$ cat config.mk
export PLATFORM = sky130hd
export DESIGN_NAME = bus_break_unit
export DESIGN_NICKNAME = d
export VERILOG_FILES = /design/src/rtl/bbk_pkg.sv /design/src/rtl/bbk_chan_match.sv /design/src/rtl/bbk_datapath.sv /design/src/rtl/bbk_control.sv /design/src/rtl/bus_break_unit.sv
export SDC_FILE = /design/constraint.sdc
export NUM_CORES = 1
export LEC_CHECK = 0
export BUFFER_PORTS_ARGS = -buffer_cell sky130_fd_sc_hd__buf_2
export CAP_MARGIN = 20
export CORE_ASPECT_RATIO = 2
export CORE_MARGIN = 3
export CORE_UTILIZATION = 30
export CTS_BUF_LIST = sky130_fd_sc_hd__clkbuf_4 sky130_fd_sc_hd__clkbuf_8
export DETAILED_ROUTE_END_ITERATION = 10
export MAX_ROUTING_LAYER = met4
export PLACE_DENSITY_LB_ADDON = 0.25
export SYNTH_ARGS = -nofsm -noshare
export SYNTH_HDL_FRONTEND = slang
export SYNTH_SLANG_ARGS = --single-unit
$ cat constraint.sdc
create_clock -name clk -period 6.2 [get_ports clk]
set_clock_uncertainty 0.15 [all_clocks]
set_input_delay 1.86 -clock clk [delete_from_list [all_inputs] [get_ports clk]]
set_output_delay 1.86 -clock clk [all_outputs]
set_load 0.02 [all_outputs]
$ cat src/rtl/bbk_pkg.sv
package bbk_pkg;
  localparam int COND_W = 9;

  // load strobes issued by control to the datapath registers
  typedef struct packed {
    logic [1:0] ldAddr;
    logic [1:0] ldMask;
    logic [1:0] ldCond;
    logic       ldData;
    logic       ldDmask;
  } loadStrb_t;
endpackage

$ cat src/rtl/bbk_chan_match.sv
module bbk_chan_match #(
  parameter int AW = 32,
  parameter int DW = 32,
  parameter bit HAS_DATA = 1'b0,
  parameter int CWID = 9
) (
  input  logic [AW-1:0]   refAddr,
  input  logic [AW-1:0]   refMask,
  input  logic [CWID-1:0] cond,
  input  logic [DW-1:0]   refData,
  input  logic [DW-1:0]   refDmask,
  input  logic            busValid,
  input  logic            busSel,
  input  logic            busFetch,
  input  logic            busWrite,
  input  logic [1:0]      busSize,
  input  logic [AW-1:0]   busAddr,
  input  logic [DW-1:0]   busData,
  output logic            hit,
  output logic            wantAfter
);
  logic kindOk, dirOk, sizeOk, selOk, fetchLegal, addrOk, dataHit, dataOk;

  always_comb begin
    kindOk     = busFetch ? cond[0] : cond[1];
    dirOk      = busWrite ? cond[3] : cond[2];
    sizeOk     = (cond[5:4] == 2'b00) || (cond[5:4] == busSize);
    selOk      = (cond[6] == busSel);
    fetchLegal = !busFetch || (!busWrite && !busAddr[0]);
    addrOk     = ((busAddr ^ refAddr) & ~refMask) == '0;
    dataHit    = ((busData ^ refData) & ~refDmask) == '0;
    dataOk     = !HAS_DATA || !cond[8] || dataHit;
    hit        = busValid && kindOk && dirOk && sizeOk && selOk &&
                 fetchLegal && addrOk && dataOk;
    wantAfter  = busFetch ? cond[7] : 1'b1;
  end
endmodule

$ cat src/rtl/bbk_datapath.sv
module bbk_datapath import bbk_pkg::*; #(
  parameter int AW = 32,
  parameter int DW = 32,
  parameter int CW = 32
) (
  input  logic          clk,
  input  logic          rstN,
  input  loadStrb_t     strb,
  input  logic [CW-1:0] cfgData,
  input  logic          busValid,
  input  logic          busSel,
  input  logic          busFetch,
  input  logic          busWrite,
  input  logic [1:0]    busSize,
  input  logic [AW-1:0] busAddr,
  input  logic [DW-1:0] busData,
  output logic [1:0]    chHit,
  output logic [1:0]    chAfter
);
  localparam int NCH = 2;
  logic [DW-1:0] dataR, dmaskR;

  always_ff @(posedge clk or negedge rstN) begin
    if (!rstN) begin
      dataR  <= '0;
      dmaskR <= '0;
    end else begin
      if (strb.ldData)  dataR  <= cfgData[DW-1:0];
      if (strb.ldDmask) dmaskR <= cfgData[DW-1:0];
    end
  end

  for (genvar ch = 0; ch < NCH; ch++) begin : g_ch
    logic [AW-1:0]     addrR, maskR;
    logic [COND_W-1:0] condR;

    always_ff @(posedge clk or negedge rstN) begin
      if (!rstN) begin
        addrR <= '0;
        maskR <= '0;
        condR <= '0;
      end else begin
        if (strb.ldAddr[ch]) addrR <= cfgData[AW-1:0];
        if (strb.ldMask[ch]) maskR <= cfgData[AW-1:0];
        if (strb.ldCond[ch]) condR <= cfgData[COND_W-1:0];
      end
    end

    bbk_chan_match #(
      .AW(AW), .DW(DW), .HAS_DATA(ch == 1), .CWID(COND_W)
    ) u_match (
      .refAddr(addrR), .refMask(maskR), .cond(condR),
      .refData(dataR), .refDmask(dmaskR),
      .busValid(busValid), .busSel(busSel), .busFetch(busFetch),
      .busWrite(busWrite), .busSize(busSize), .busAddr(busAddr),
      .busData(busData), .hit(chHit[ch]), .wantAfter(chAfter[ch])
    );
  end
endmodule

$ cat src/rtl/bbk_control.sv
module bbk_control import bbk_pkg::*; (
  input  logic       clk,
  input  logic       rstN,
  input  logic       cfgWe,
  input  logic [3:0] cfgAddr,
  input  logic       cfgBit0,
  input  logic       stsClr,
  input  logic [1:0] chHit,
  input  logic [1:0] chAfter,
  output loadStrb_t  strb,
  output logic       modeSeq,
  output logic       armed,
  output logic       brkReq,
  output logic       brkAfter,
  output logic       stsA,
  output logic       stsB
);
  logic ldMode, fire, fireAfter, causeA, causeB, armedNext;

  always_comb begin
    strb   = '0;
    ldMode = 1'b0;
    if (cfgWe) begin
      case (cfgAddr)
        4'd0:    strb.ldAddr[0] = 1'b1;
        4'd1:    strb.ldMask[0] = 1'b1;
        4'd2:    strb.ldCond[0] = 1'b1;
        4'd4:    strb.ldAddr[1] = 1'b1;
        4'd5:    strb.ldMask[1] = 1'b1;
        4'd6:    strb.ldCond[1] = 1'b1;
        4'd8:    strb.ldData    = 1'b1;
        4'd9:    strb.ldDmask   = 1'b1;
        4'd12:   ldMode         = 1'b1;
        default: ;
      endcase
    end
  end

  always_comb begin
    if (modeSeq) begin
      fire      = chHit[1] && armed;
      causeA    = fire;
      causeB    = fire;
      fireAfter = chAfter[1];
      armedNext = armed;
      if (fire)          armedNext = 1'b0;
      else if (chHit[0]) armedNext = 1'b1;
    end else begin
      fire      = |chHit;
      causeA    = chHit[0];
      causeB    = chHit[1];
      fireAfter = (!chHit[0] || chAfter[0]) && (!chHit[1] || chAfter[1]);
      armedNext = 1'b0;
    end
    if (cfgWe) armedNext = 1'b0;
  end

  always_ff @(posedge clk or negedge rstN) begin
    if (!rstN) begin
      modeSeq  <= 1'b0;
      armed    <= 1'b0;
      brkReq   <= 1'b0;
      brkAfter <= 1'b0;
      stsA     <= 1'b0;
      stsB     <= 1'b0;
    end else begin
      if (ldMode) modeSeq <= cfgBit0;
      armed    <= armedNext;
      brkReq   <= fire;
      brkAfter <= fire && fireAfter;
      stsA     <= causeA || (stsA && !stsClr);
      stsB     <= causeB || (stsB && !stsClr);
    end
  end
endmodule

$ cat src/rtl/bus_break_unit.sv
module bus_break_unit import bbk_pkg::*; #(
  parameter int AW = 32,
  parameter int DW = 32,
  parameter int CW = (AW > DW) ? AW : DW
) (
  input  logic          clk,
  input  logic          rstN,
  input  logic          cfgWe,
  input  logic [3:0]    cfgAddr,
  input  logic [CW-1:0] cfgData,
  input  logic          busValid,
  input  logic          busSel,
  input  logic          busFetch,
  input  logic          busWrite,
  input  logic [1:0]    busSize,
  input  logic [AW-1:0] busAddr,
  input  logic [DW-1:0] busData,
  input  logic          stsClr,
  output logic          brkReq,
  output logic          brkAfter,
  output logic          stsA,
  output logic          stsB
);
  loadStrb_t  strb;
  logic [1:0] chHit, chAfter;
  logic       modeSeq, armed;

  bbk_control u_ctrl (
    .clk(clk), .rstN(rstN), .cfgWe(cfgWe), .cfgAddr(cfgAddr),
    .cfgBit0(cfgData[0]), .stsClr(stsClr), .chHit(chHit), .chAfter(chAfter),
    .strb(strb), .modeSeq(modeSeq), .armed(armed), .brkReq(brkReq),
    .brkAfter(brkAfter), .stsA(stsA), .stsB(stsB)
  );

  bbk_datapath #(.AW(AW), .DW(DW), .CW(CW)) u_dp (
    .clk(clk), .rstN(rstN), .strb(strb), .cfgData(cfgData),
    .busValid(busValid), .busSel(busSel), .busFetch(busFetch),
    .busWrite(busWrite), .busSize(busSize), .busAddr(busAddr),
    .busData(busData), .chHit(chHit), .chAfter(chAfter)
  );
endmodule

Yosys cells after proc, flatten, opt, wreduce, memory -nomap -nowiden
Index checks and enable logic that the tools add are counted.

operators by class
  eq/ne operators = 13
  muxes and demuxes = 25
  bitwise operators = 9
  reductions and logical operators = 41

operator list
  operator                                                          number
  32-bit bitwise AND                                                3
  32-bit zero test                                                  3
  32-bit inverter                                                   3
  32-bit XOR                                                        3
  1-bit 2-to-1 mux                                                  24
  1-bit logical AND                                                 19
  4-bit by 3-bit == test with 1-bit output (second input constant)  3
  4-bit == test (second input constant)                             3
  1-bit logical OR                                                  8
  8-bit 2-to-1 mux                                                  1
  1-bit zero test                                                   7
  2-bit == test                                                     2
  4-bit by 1-bit == test with 1-bit output (second input constant)  1
  4-bit by 2-bit == test with 1-bit output (second input constant)  1
  2-bit zero test                                                   2
  4-bit zero test                                                   1
  4-bit by 3-bit != test with 1-bit output (second input constant)  1
  1-bit == test                                                     2
  2-bit OR reduction                                                1

word-level totals
  register bits after elaboration = 215
  input bits = 110
  output and inout port bits = 4

Depth between registers and ports, before layout
  word-level depth = 13
  mapped depth = 8
  depth with buffers taken out = 8

Cells and area by module
Synthesis repeated with hierarchy kept, for this count alone.

second synthesis, totals
  cells, all modules = 680
  area, all modules = 10512.6 µm²

modules (own cells, without submodules)
  module                                  times used  cells each  area an instance (µm²)
  bbk_datapath                            1           446         8733.4
  bbk_chan_match at u_dp.g_ch[1].u_match  1           122         940.9
  bbk_chan_match at u_dp.g_ch[0].u_match  1           71          513.0
  bbk_control                             1           41          325.3

Worst setup path before layout
OpenSTA, ideal clock, no wires.

  path type = input port to flip-flop
  start = input port busAddr[24]
  end = register u_ctrl.brkAfter
  data arrival time = 3192 ps
  data required time = 5912 ps
  path slack = 2720 ps
  stages on the path = 8
  buffers on the path = 0
  path through = xnor2_1 nor2_1 a2111oi_2 o221ai_2 nor3_4 and3b_1 a21oi_1 o221ai_1

between the ends
  longest elaborated chain between the ends = 10

ends and longest elaborated chain
  element                          RTL line              source
  from (decl)                      bus_break_unit.sv:16  input logic [AW-1:0] busAddr,
  32-bit XOR                       bbk_chan_match.sv:30  addrOk = ((busAddr ^ refAddr) & ~refMask) == '0;
  32-bit bitwise AND               bbk_chan_match.sv:30
  32-bit zero test                 bbk_chan_match.sv:30
  1-bit logical AND (2 in series)  bbk_chan_match.sv:34  fetchLegal && addrOk && dataOk;
  1-bit zero test                  bbk_control.sv:52     fireAfter = (!chHit[0] || chAfter[0]) && (!chHit[1] || chAfter[1]);
  1-bit logical OR                 bbk_control.sv:52
  1-bit logical AND                bbk_control.sv:52
  1-bit 2-to-1 mux                 bbk_control.sv:40     if (modeSeq) begin
  1-bit logical AND *              bbk_control.sv:70     brkAfter <= fire && fireAfter;
  to (signal assigned)             bbk_control.sv:70
  to (decl)                        bbk_control.sv:14     output logic brkAfter,

Mark *: on every way between the ends. The rest lies on a longest branch, timed or not.
A chain may end at the register's enable or synchronous reset.

Final worst setup path
  start = input port busData[21]
  end = register u_ctrl.brkAfter

between the ends
  longest elaborated chain between the ends = 10

ends and longest elaborated chain
  element               RTL line              source
  from (decl)           bus_break_unit.sv:17  input logic [DW-1:0] busData,
  32-bit XOR *          -
  32-bit bitwise AND *  -
  32-bit zero test *    -
  1-bit logical OR *    bbk_chan_match.sv:32  dataOk = !HAS_DATA || !cond[8] || dataHit;
  1-bit logical AND *   bbk_chan_match.sv:34
  1-bit zero test       bbk_control.sv:52
  1-bit logical OR      bbk_control.sv:52
  1-bit logical AND     bbk_control.sv:52
  1-bit 2-to-1 mux      bbk_control.sv:40
  1-bit logical AND *   bbk_control.sv:70

Marks and branches as above.

==> impl_metrics.ini <==
[floorplanning]
core-area_um2 = 31000
die_area_um2 = 33800
die_w_um = 132
io_pins = 114
fp-row-count = 91
start_util = 0.306
chipHeight_um = 257

[global_route]
grt_max_degree = 102
grt_pass1_wl_mm = 38.6
antenna_found_initial = 3
grt_pass1_vias = 6327
globalRoute.totalOverflow = 0
track_usage = 0.154

[detailed_routing]
drc = 0
avgRoutedWirePerCell_um = 20.6
antenna_left = 0
num_vias = 5847
drt-initial-drc-count = 165
dr.pass1.iters = 4
routed_wl_mm = 25.5
vias_per_cell = 4.72

[setup_path]
worstSetupEndpointType = flip-flop
critPathRequiredTime_ns = 6.50
critical_path_class = in2reg
arrival_ns = 4.17
critPathLaunchType = input pin
cp_max_fo = 2

[clocking]
cts_tree = done
cts_buffer_depth = 3
post_cts_resized = 0
post_cts_buffers = 0
clock_latency_ns = 0.58
clkTransAtPathRegs_ns = 0.07
htreeDepth = 1
cts_root_buf = clkbuf_8
cts_hold_buffers = 0
cts_sinks = 215
cts_buffers = 30

[logic_synthesis]
synth_seq_cells = 215
netlist_area_um2 = 9460
synth_ff_type = dfrtp_1
synthCells = 669
syn-num-nets = 779
synth.avg_cell_area_um2 = 14.1
synth-seq-area-share = 0.569
synth_cell_types = 37
synth_warnings = 0
synth_edf_count = 0
async_flop_share = 1.00

[sta]
period_needed_ns = 3.87
final_hold_viol_count = 0
drv_slew = 0
rsz0062_at_grt = false
setup_tns_ns = 0
fmax_ghz = 0.258
finalCritPeriodShare = 0.625
slew_headroom = 0.322
worstMarginPinSlew_ns = 1.01
setup_viol = 0

[finish]
drive_gt1_frac = 0.473
final_common_cell = dfrtp_1
layout_common_cells = 215 x dfrtp_1, 207 x mux2_2, 112 x buf_2
area_growth_pct = 18.4
final.fill_count = 3121
fin_nets = 911

[place]
dpl.hpwl_mm = 19.3
io_buffer_count = 113
place_congestion = 0.814

[status]
status = finished, final reports clean

[power_and_ir_drop]
total_power_mw = 3.82
peakVddDrop_mv = 0.140
power.leakage_nw = 4.81
power_density_nw_per_um2 = 341

[job]
cap_violations = 0

[min_path]
hold_path_class = reg2reg
[cells in the mapped netlist, types with 2 or more instances]
cell | instances | area [um^2]
mux2i_1 | 2 | 20.0
buf_2 | 3 | 15.0
mux2_2 | 207 | 2330
xnor2_1 | 98 | 858
nor2b_1 | 2 | 12.5
o21ai_0 | 6 | 30.0
nand4_1 | 3 | 18.8
a21oi_1 | 5 | 25.0
nor3b_1 | 2 | 15.0
dfrtp_1 | 215 | 5380
nand3_1 | 2 | 10.0
nor4_1 | 11 | 68.8
nand2_1 | 5 | 18.8
nand3b_1 | 4 | 30.0
nor2_1 | 12 | 45.0
o22ai_1 | 44 | 275
or3_1 | 3 | 18.8
a211oi_1 | 2 | 15.0
nand2b_1 | 2 | 12.5
clkbuf_1 | 12 | 45.0
inv_1 | 6 | 22.5
mux2_1 | 3 | 33.8
buf_1 | 6 | 22.5
[per-layer routing]
metal	GRT usage	wire length (um)
met1	0.158	9210
met4	0.0534	634
met2	0.301	15000
met5	-	0
met3	0.0174	633
[report_power, final]
| part | leakage [nW] | switching (mW) | total (mW) | internal [mW] |
|---|---|---|---|---|
| combinational | 1.84 | 0.334 | 0.776 | 0.442 |
| sequential | 2.65 | 0.191 | 1.91 | 1.72 |
| clock | 0.328 | 0.520 | 1.13 | 0.609 |
[final cells by class]
cell class / instances / area [um^2] / area share
antenna: 3 / 7.51 / 0.000670
clock buffer: 49 / 606 / 0.0541
clock inverter: 1 / 5.00 / 0.000447
inverter: 6 / 22.5 / 0.00201
multi-input combinational: 427 / 3990 / 0.356
sequential: 215 / 5380 / 0.480
tap: 418 / 523 / 0.0467
timing repair buffer: 121 / 668 / 0.0597
[logic make-up after synthesis]
logic type | after synthesis | synth area share
AOI/OAI and AO/OA | 65 | 0.0448
xor gates and xnor gates | 99 | 0.0916
buffers and inverters | 27 | 0.0111
DFF | 215 | 0.569
muxes | 212 | 0.252
and+or+nand+nor | 51 | 0.0317
[sequential cells by signal, indices dropped and copies added (netlist names), 17 cells and up]
name             cells
u_dp.g_ch.condR     17
u_dp.g_ch.maskR     64
u_dp.dataR          32
u_dp.g_ch.addrR     64
u_dp.dmaskR         32
[worst paths after layout]
path                                  startpoint               endpoint  slack, ns  cells after the start
max                                  busData[21]        u_ctrl.brkAfter       2.33                      9
min                        u_dp.g_ch[0].maskR[1]  u_dp.g_ch[0].maskR[1]       0.34                      1
max reg2reg                       u_dp.dataR[21]        u_ctrl.brkAfter       3.32                      8
min reg2reg                u_dp.g_ch[0].maskR[1]  u_dp.g_ch[0].maskR[1]       0.34                      1
max in group asynchronous                   rstN         u_dp.dataR[22]       3.79                      2
min in group asynchronous                   rstN         u_dp.dataR[20]       1.14                      1
[worst max-delay path, cell delays in order]
cell	delay, ns
buf_2	0.10
xnor2_1	0.15
o22ai_1	0.11
nor4_1	0.80
nand4_1	0.23
a2111oi_0	0.50
nor2b_1	0.08
o21ai_0	0.19
o221ai_1	0.13
[through the flow]
stage / worst slack (ns) / utilization / hold WS [ns] / instance area, um^2 / cells
2_1_floorplan: 2.72 / - / 0.308 / 9460 / 669
3_3_place_gp: 1.77 / 0.341 / 0.328 / 10600 / 1186
3_5_place_dp: 1.67 / 0.342 / 0.332 / 10600 / 1187
4_1_cts: 2.32 / 0.361 / 0.348 / 11200 / 1237
5_1_grt: 2.18 / 0.362 / 0.361 / 11200 / 1240
6_report: 2.33 / 0.362 / 0.342 / 11200 / 1240
(Power assumes the default switching activity.)
